## src/rtl/irq_router_pkg.sv

```systemverilog
// Package: shared register-region codes and address map constants.
// Assumes byte addressing and 32-bit register words.
package irq_router_pkg;

    typedef enum logic [2:0] {
        RGN_NONE,
        RGN_PRIO,
        RGN_PEND,
        RGN_ENAB,
        RGN_THRESH,
        RGN_CLAIM
    } rgn_e;

    localparam int unsigned PEND_BASE   = 32'h0000_1000;
    localparam int unsigned ENAB_BASE   = 32'h0000_2000;
    localparam int unsigned CTX_BASE    = 32'h0020_0000;
    localparam int unsigned ENAB_STRIDE = 7;   // log2 of 0x80 bytes per context
    localparam int unsigned CTX_STRIDE  = 12;  // log2 of 0x1000 bytes per context

endpackage

```

## src/rtl/irq_router_decode.sv

```systemverilog
// Address decoder: classifies a byte address into a register region and
// extracts the source, word and context indices. Unaligned or
// out-of-range addresses decode to RGN_NONE.
module irq_router_decode #(
    parameter int NSRC   = 8,
    parameter int NCTX   = 2,
    parameter int ADDR_W = 26,
    localparam int ID_W   = (NSRC > 1) ? $clog2(NSRC) : 1,
    localparam int NWORD  = (NSRC + 31) / 32,
    localparam int WORD_W = (NWORD > 1) ? $clog2(NWORD) : 1,
    localparam int CTX_W  = (NCTX > 1) ? $clog2(NCTX) : 1
) (
    input  logic [ADDR_W-1:0]           addr,
    output irq_router_pkg::rgn_e        rgn,
    output logic [ID_W-1:0]             src_idx,
    output logic [WORD_W-1:0]           word_idx,
    output logic [CTX_W-1:0]            ctx_idx
);
    import irq_router_pkg::*;

    logic [31:0] a32;
    logic [31:0] off;

    assign a32 = 32'(addr);

    // Region and index extraction.
    always_comb begin
        rgn      = RGN_NONE;
        src_idx  = '0;
        word_idx = '0;
        ctx_idx  = '0;
        off      = '0;
        if (a32[1:0] != 2'b00) begin
            rgn = RGN_NONE;
        end else if (a32 < PEND_BASE) begin
            if ((a32 >> 2) < 32'(NSRC)) begin
                rgn     = RGN_PRIO;
                src_idx = ID_W'(a32 >> 2);
            end
        end else if (a32 < ENAB_BASE) begin
            off = a32 - PEND_BASE;
            if ((off >> 2) < 32'(NWORD)) begin
                rgn      = RGN_PEND;
                word_idx = WORD_W'(off >> 2);
            end
        end else if (a32 < CTX_BASE) begin
            off = a32 - ENAB_BASE;
            if ((off >> ENAB_STRIDE) < 32'(NCTX) && (off[6:0] >> 2) < 32'(NWORD)) begin
                rgn      = RGN_ENAB;
                ctx_idx  = CTX_W'(off >> ENAB_STRIDE);
                word_idx = WORD_W'(off[6:0] >> 2);
            end
        end else begin
            off = a32 - CTX_BASE;
            if ((off >> CTX_STRIDE) < 32'(NCTX)) begin
                ctx_idx = CTX_W'(off >> CTX_STRIDE);
                if (off[11:0] == 12'h000)      rgn = RGN_THRESH;
                else if (off[11:0] == 12'h004) rgn = RGN_CLAIM;
            end
        end
    end

endmodule

```

## src/rtl/irq_router_gate.sv

```systemverilog
// Per-source request gate: holds the pending and in-service flags.
// Assumes claim, software write and level are mutually prioritised
// claim > software write > level; a source in service ignores its level.
module irq_router_gate (
    input  logic clk,
    input  logic rst_n,
    input  logic lvl,
    input  logic claim_hit,
    input  logic done_hit,
    input  logic sw_wr,
    input  logic sw_val,
    output logic pend,
    output logic busy
);

    // Pending flag update.
    always_ff @(posedge clk) begin
        if (!rst_n)          pend <= 1'b0;
        else if (claim_hit)  pend <= 1'b0;
        else if (sw_wr)      pend <= sw_val;
        else if (lvl && !busy) pend <= 1'b1;
    end

    // In-service flag: set by a claim, cleared by an accepted completion.
    always_ff @(posedge clk) begin
        if (!rst_n)         busy <= 1'b0;
        else if (claim_hit) busy <= 1'b1;
        else if (done_hit)  busy <= 1'b0;
    end

endmodule

```

## src/rtl/irq_router_arbiter.sv

```systemverilog
// Per-context selector: finds the pending, enabled source with the highest
// priority (lowest ID on ties) and compares it against the threshold.
// Assumes priority 0 means "never"; source 0 is skipped.
module irq_router_arbiter #(
    parameter int NSRC   = 8,
    parameter int PRIO_W = 3,
    localparam int ID_W  = (NSRC > 1) ? $clog2(NSRC) : 1
) (
    input  logic [NSRC-1:0]        pend_vec,
    input  logic [NSRC-1:0]        en_vec,
    input  logic [NSRC*PRIO_W-1:0] prio_flat,
    input  logic [PRIO_W-1:0]      thresh,
    output logic [ID_W-1:0]        best_id,
    output logic [PRIO_W-1:0]      best_prio,
    output logic                   irq
);

    // Linear scan from low IDs; a strict compare keeps the lowest ID on ties.
    always_comb begin
        best_id   = '0;
        best_prio = '0;
        for (int i = 1; i < NSRC; i++) begin
            if (pend_vec[i] && en_vec[i] && (prio_flat[i*PRIO_W +: PRIO_W] > best_prio)) begin
                best_prio = prio_flat[i*PRIO_W +: PRIO_W];
                best_id   = ID_W'(i);
            end
        end
    end

    // Interrupt request when the winner strictly beats the threshold.
    assign irq = (best_prio > thresh);

endmodule

```

## src/rtl/irq_router.sv

```systemverilog
// Top: register file, per-source gates and per-context arbiters.
// Assumes one register access per cycle; a claim read's side effect lands
// at the edge that ends the access.
module irq_router #(
    parameter int NSRC   = 8,
    parameter int NCTX   = 2,
    parameter int PRIO_W = 3,
    parameter int ADDR_W = 26
) (
    input  logic              clk,
    input  logic              rst_n,
    input  logic [NSRC-1:0]   src_lvl,
    input  logic              bus_sel,
    input  logic              bus_we,
    input  logic [ADDR_W-1:0] bus_addr,
    input  logic [31:0]       bus_wdata,
    output logic [31:0]       bus_rdata,
    output logic [NCTX-1:0]   irq_out
);
    import irq_router_pkg::*;

    localparam int ID_W   = (NSRC > 1) ? $clog2(NSRC) : 1;
    localparam int NWORD  = (NSRC + 31) / 32;
    localparam int WORD_W = (NWORD > 1) ? $clog2(NWORD) : 1;
    localparam int CTX_W  = (NCTX > 1) ? $clog2(NCTX) : 1;

    rgn_e                   rgn;
    logic [ID_W-1:0]        src_idx;
    logic [WORD_W-1:0]      word_idx;
    logic [CTX_W-1:0]       ctx_idx;

    logic [NSRC*PRIO_W-1:0] prio_flat;
    logic [NSRC-1:0]        en_q [NCTX];
    logic [PRIO_W-1:0]      thr_q [NCTX];

    logic [NSRC-1:0]        pend_vec;
    logic [NSRC-1:0]        busy_vec;
    logic [NSRC-1:0]        pend_wr;
    logic [NSRC-1:0]        claim_vec;
    logic [NSRC-1:0]        done_vec;
    logic [NCTX*ID_W-1:0]   best_id_flat;
    logic [ID_W-1:0]        claim_id;
    logic                   claim_fire;
    logic                   wr_en;

    assign wr_en = bus_sel && bus_we;

    irq_router_decode #(.NSRC(NSRC), .NCTX(NCTX), .ADDR_W(ADDR_W)) dec_i (
        .addr     (bus_addr),
        .rgn      (rgn),
        .src_idx  (src_idx),
        .word_idx (word_idx),
        .ctx_idx  (ctx_idx)
    );

    // Priority, enable and threshold registers.
    always_ff @(posedge clk) begin
        if (!rst_n) begin
            prio_flat <= '0;
            for (int c = 0; c < NCTX; c++) begin
                en_q[c]  <= '0;
                thr_q[c] <= '0;
            end
        end else if (wr_en) begin
            case (rgn)
                RGN_PRIO: begin
                    if (src_idx != '0)
                        prio_flat[src_idx*PRIO_W +: PRIO_W] <= bus_wdata[PRIO_W-1:0];
                end
                RGN_ENAB: begin
                    for (int b = 0; b < 32; b++) begin
                        if ((32'(word_idx) * 32 + b) < NSRC && (32'(word_idx) * 32 + b) != 0)
                            en_q[ctx_idx][32'(word_idx) * 32 + b] <= bus_wdata[b];
                    end
                end
                RGN_THRESH: thr_q[ctx_idx] <= bus_wdata[PRIO_W-1:0];
                default: ;
            endcase
        end
    end

    // Claim: a read of the claim word with a nonzero winner.
    assign claim_id   = best_id_flat[ctx_idx*ID_W +: ID_W];
    assign claim_fire = bus_sel && !bus_we && (rgn == RGN_CLAIM) && (claim_id != '0);

    // Per-source gates; source 0 is tied off.
    for (genvar s = 0; s < NSRC; s++) begin : g_src
        if (s == 0) begin : g_rsv
            assign pend_vec[s]  = 1'b0;
            assign busy_vec[s]  = 1'b0;
            assign pend_wr[s]   = 1'b0;
            assign claim_vec[s] = 1'b0;
            assign done_vec[s]  = 1'b0;
        end else begin : g_gate
            assign pend_wr[s]   = wr_en && (rgn == RGN_PEND) && (32'(word_idx) == s / 32);
            assign claim_vec[s] = claim_fire && (claim_id == ID_W'(s));
            assign done_vec[s]  = wr_en && (rgn == RGN_CLAIM) && (bus_wdata == 32'(s))
                                  && en_q[ctx_idx][s];
            irq_router_gate gate_i (
                .clk       (clk),
                .rst_n     (rst_n),
                .lvl       (src_lvl[s]),
                .claim_hit (claim_vec[s]),
                .done_hit  (done_vec[s]),
                .sw_wr     (pend_wr[s]),
                .sw_val    (bus_wdata[s % 32]),
                .pend      (pend_vec[s]),
                .busy      (busy_vec[s])
            );
        end
    end

    // Per-context arbiters.
    for (genvar c = 0; c < NCTX; c++) begin : g_ctx
        logic [PRIO_W-1:0] best_prio;
        irq_router_arbiter #(.NSRC(NSRC), .PRIO_W(PRIO_W)) arb_i (
            .pend_vec  (pend_vec),
            .en_vec    (en_q[c]),
            .prio_flat (prio_flat),
            .thresh    (thr_q[c]),
            .best_id   (best_id_flat[c*ID_W +: ID_W]),
            .best_prio (best_prio),
            .irq       (irq_out[c])
        );
    end

    // Read data multiplexer.
    always_comb begin
        bus_rdata = '0;
        case (rgn)
            RGN_PRIO:   bus_rdata = 32'(prio_flat[src_idx*PRIO_W +: PRIO_W]);
            RGN_PEND: begin
                for (int b = 0; b < 32; b++)
                    if ((32'(word_idx) * 32 + b) < NSRC)
                        bus_rdata[b] = pend_vec[32'(word_idx) * 32 + b];
            end
            RGN_ENAB: begin
                for (int b = 0; b < 32; b++)
                    if ((32'(word_idx) * 32 + b) < NSRC)
                        bus_rdata[b] = en_q[ctx_idx][32'(word_idx) * 32 + b];
            end
            RGN_THRESH: bus_rdata = 32'(thr_q[ctx_idx]);
            RGN_CLAIM:  bus_rdata = 32'(claim_id);
            default:    bus_rdata = '0;
        endcase
    end

endmodule

```

## config.mk

```make
export PLATFORM = sky130hd
export DESIGN_NAME = irq_router
export DESIGN_NICKNAME = d
export VERILOG_FILES = /design/src/rtl/irq_router_pkg.sv /design/src/rtl/irq_router_decode.sv /design/src/rtl/irq_router_gate.sv /design/src/rtl/irq_router_arbiter.sv /design/src/rtl/irq_router.sv
export SDC_FILE = /design/constraint.sdc
export NUM_CORES = 1
export LEC_CHECK = 0
export BUFFER_PORTS_ARGS = -buffer_cell sky130_fd_sc_hd__buf_2
export CORE_MARGIN = 5
export CORE_UTILIZATION = 30
export DETAILED_ROUTE_END_ITERATION = 6
export HOLD_SLACK_MARGIN = 0.1
export PLACE_DENSITY = 0.55
export SLEW_MARGIN = 10
export SYNTH_ARGS = -nofsm -noshare
export SYNTH_HDL_FRONTEND = slang
export SYNTH_SLANG_ARGS = --single-unit
```

## constraint.sdc

```tcl
create_clock -name clk -period 13.45 [get_ports clk]
set_input_delay 1.345 -clock clk [delete_from_list [all_inputs] [get_ports clk]]
set_output_delay 1.345 -clock clk [all_outputs]
set_load 0.005 [all_outputs]
```

==> results by group <==
Placement
  – Dpl ws: 1.791 ns
  – Hpwl dp: 14940 µm
  – Post-place instance area: 0.006322 mm²
  – Port Buffers: 78
  – Global placer's final weighted congestion: 0.8736

STA
  – Hold Fails Final Rpt: 0
  – F_max: 81.98 MHz
  – Period utilization: 90.69%
  – Worst hold margin: 0.4760 ns
  – Final Setup Violations: 0
  – TNS Setup: 0 ns
  – RSZ-0062 raised after global routing: no
  – Clock Skew: 0.008459 ns
  – Final setup margin: 1.252 ns
  – Shortest period the worst path allows: 12.20 ns
  – Worst Tran Pin Value: 1.082 ns
  – Slew Viols, Final: 0
  – Slew margin rel.: 27.12%

Logic synthesis
  – Netlist Area Pre-Place: 0.005774 mm²
  – Mapped Avg Cell Area: 7.751 µm²
  – Largest cells by area after synthesis: dfxtp_1 13%, edfxtp_1 10%, ha_1 8.5%, mux2i_1 5.4%, nand2_1 4.6%
  – Largest area contributor in the netlist: dfxtp_1
  – Async S/R FF share, synth: 0%
  – Sequential cell area fraction in the yosys report: 23.58%
  – Top_reg_cell synth: dfxtp_1
  – Synth warn: 0
  – Post-Syn Instances: 745
  – Number of flops mapped to enable cells by yosys: 20
  – Seq cells post-synth: 58
  – Unique masters post-synth: 82
  – Area share of the largest cell type after synthesis: 13.17%

Drt
  – WL/cell: 17.25 µm
  – Metal2 WL: 8272 µm
  – DR vias: 5782
  – DR WL met3: 1345 µm
  – Vias per cell: 5.359
  – Drt first-iter violations: 455
  – Met1 wire length: 8779 µm
  – Drt first pass iters: 5
  – Antenna Violating Nets Remaining: 0
  – DRC: 0
  – DR top layer: met4
  – Total length of routed wires: 18610 µm

Cells and area
  – Ant diodes: 0
  – Area of the multi-input gates: 0.004043 mm²
  – Register area: 0.001361 mm²
  – Final net count: 923
  – Cell area after layout: 0.006616 mm²
  – Filler cells: 1995
  – Share of layout cells above drive strength 1: 15.26%
  – Area grow syn2layout: 14.58%

Floorplanning
  – # IOs: 104
  – Die ar.: 0.02212 mm²
  – Core area: 0.01883 mm²
  – Row cnt: 50
  – Die Ht: 148.7 µm
  – Die W: 148.7 µm
  – Initial Util: 30.66%

Global routing
  – GRT overflow: 0
  – First-pass GRT wire length: 28900 µm
  – Initial antenna violation count: 0
  – Largest net degree at the start of global routing: 45
  – Vias in the first global route: 5401
  – Total track usage: 16.63%

Power
  – PD cells: 68.85 mW/mm²
  – Maximum VDD drop: 0.06518 mV
  – LEAKAGE: 0.002669 µW

CTS
  – Setup bufs post-CTS: 0
  – Clock transition at path regs: 0.05 ns
  – TritonCTS Buffers: 9
  – H-tree levels: 3
  – Post-CTS Hold Buffers: 0
  – CTS Buffer Depth: 2
  – Worst-Skew Late Latency: 0.33 ns
  – CTS Root Cell: clkbuf_16
  – CTS tree: built
  – CTS resizes: 0
  – Sink Count: 58

Setup path
  – CP most frequent cell: ha_1
  – Crit path launch type: flip-flop
  – Crit end category: output port
  – CP max-delay cell: o2111ai_1
  – Max incr delay on CP: 0.66 ns
  – Req. time, crit path: 12.10 ns
  – Worst path arrival time: 10.85 ns
  – WS Path Type: reg2out
  – Crit Path Max Fanout: 10

Hold path
  – Hold WC Path Type: reg2reg

Flow run
  – Maxcap violations: 0

Outcome
  – Outcome: completed
## sequential cells by signal (all words and copies together) (netlist names)
signal and count:
en_q 14, g_src.g_gate.gate_i.busy 7, g_src.g_gate.gate_i.pend 7, prio_flat 24, thr_q 6
## final cells by class
cell class	instances	share of cell area, %
Multi-Input combinational cell	618	61.10
Sequential cell	58	20.57
Timing Repair Buffer	83	6.467
Tap cell	260	4.917
Clock buffer	14	4.293
Inverter	44	2.496
Clock inverter	2	0.1513
## stage by stage
step           std cells  total power, µW  utilization (%)
6_report            1079            455.6            35.14
5_1_grt             1079            472.5            35.14
4_1_cts             1079            459.3            35.14
3_5_place_dp        1063            236.6            33.57
3_3_place_gp        1063            236.2            33.57
2_1_floorplan        768            220.2                -
## logic make-up after synthesis
family                     after synthesis  share of synthesized area (%)
AOI/OAI and AO/OA                      192                          22.69
buffers and inverters                   92                          7.909
and+or+nand+nor                        315                          28.95
adders and majority gates               40                          8.624
other                                    1                        0.06494
xor gates and xnor gates                 7                          1.062
muxes                                   40                          7.129
DFF                                     58                          23.58
## power by group
| part | internal, µW | total, µW | switching, µW |
|---|---|---|---|
| logic | 16.9 | 41.7 | 24.8 |
| clock network | 144 | 222 | 77.8 |
| registers | 186 | 192 | 6.05 |
## layer usage
| metal | vias up | GRT usage [%] |
|---|---|---|
| met4 | 0 | 4.165 |
| met5 | - | 0 |
| met2 | 224 | 26.57 |
| li1 | 2845 | - |
| met1 | 2697 | 23.49 |
| met3 | 16 | 2.644 |
## final timing paths
path | start | to | slack [ns] | depth (start not counted)
worst max-delay path | g_src[1].g_gate.gate_i.pend$_SDFFE_PP0P_ | bus_rdata[0] | 1.25 | 42
worst min-delay path | g_src[1].g_gate.gate_i.busy$_SDFFE_PN0P_ | g_src[1].g_gate.gate_i.busy$_SDFFE_PN0P_ | 0.48 | 2
worst max register to register | g_src[1].g_gate.gate_i.pend$_SDFFE_PP0P_ | g_src[4].g_gate.gate_i.pend$_SDFFE_PP0P_ | 2.74 | 42
worst min register to register | g_src[1].g_gate.gate_i.busy$_SDFFE_PN0P_ | g_src[1].g_gate.gate_i.busy$_SDFFE_PN0P_ | 0.48 | 2
## cells in the mapped netlist (all sizes together), types with 4 or more instances
cell and count:
a211oi 10, o31ai 8, edfxtp 20, a31oi 14, clkbuf 15, nand3 32, o21a 14, mux2i 31
nor4b 5, and2 29, ha 39, nor2b 13, dfxtp 38, o21ai 27, or2 5, and3b 4
and3 12, nand2 71, nand4 10, o211ai 5, inv 43, nand4b 5, nor4 10, a21boi 12
a311oi 6, buf 33, o22ai 5, o311a 4, nor2 68, nand2b 8, a21o 10, nor3 24
or3 6, a21oi 48, mux2 9, xnor2 5
## critical path, delay by kind of cell, from the launching register on
family,cells,cell delay [ns]
flops,1,0.47
buf+inv,4,0.42
compound gates,18,4.47
simple gates,9,1.54
mux,5,1.89
fa+ha+maj,6,1.74
## cells in the final DEF, fill, tap and decap left out, types with 7 or more instances in the layout
cell | netlist | routed
conb_1 | 1 | 24
o21ai_0 | 25 | 25
nand4_1 | 10 | 10
and3_1 | 12 | 12
a21oi_1 | 48 | 48
buf_2 | 2 | 78
nor3_1 | 24 | 24
a211oi_1 | 9 | 9
mux2_2 | 9 | 9
nand2_1 | 70 | 70
nor2_1 | 68 | 68
o31ai_1 | 8 | 8
inv_1 | 43 | 43
nand3_1 | 32 | 32
and2_1 | 28 | 28
nand2b_1 | 8 | 8
o21a_1 | 14 | 14
nor2b_1 | 13 | 13
a21o_1 | 10 | 10
ha_1 | 39 | 39
dfxtp_1 | 38 | 38
nor4_1 | 8 | 8
a21boi_0 | 7 | 7
edfxtp_1 | 20 | 20
clkbuf_16 | 0 | 9
a31oi_1 | 14 | 14
mux2i_1 | 31 | 31
Note: power is estimated with default switching activity, not from simulation.
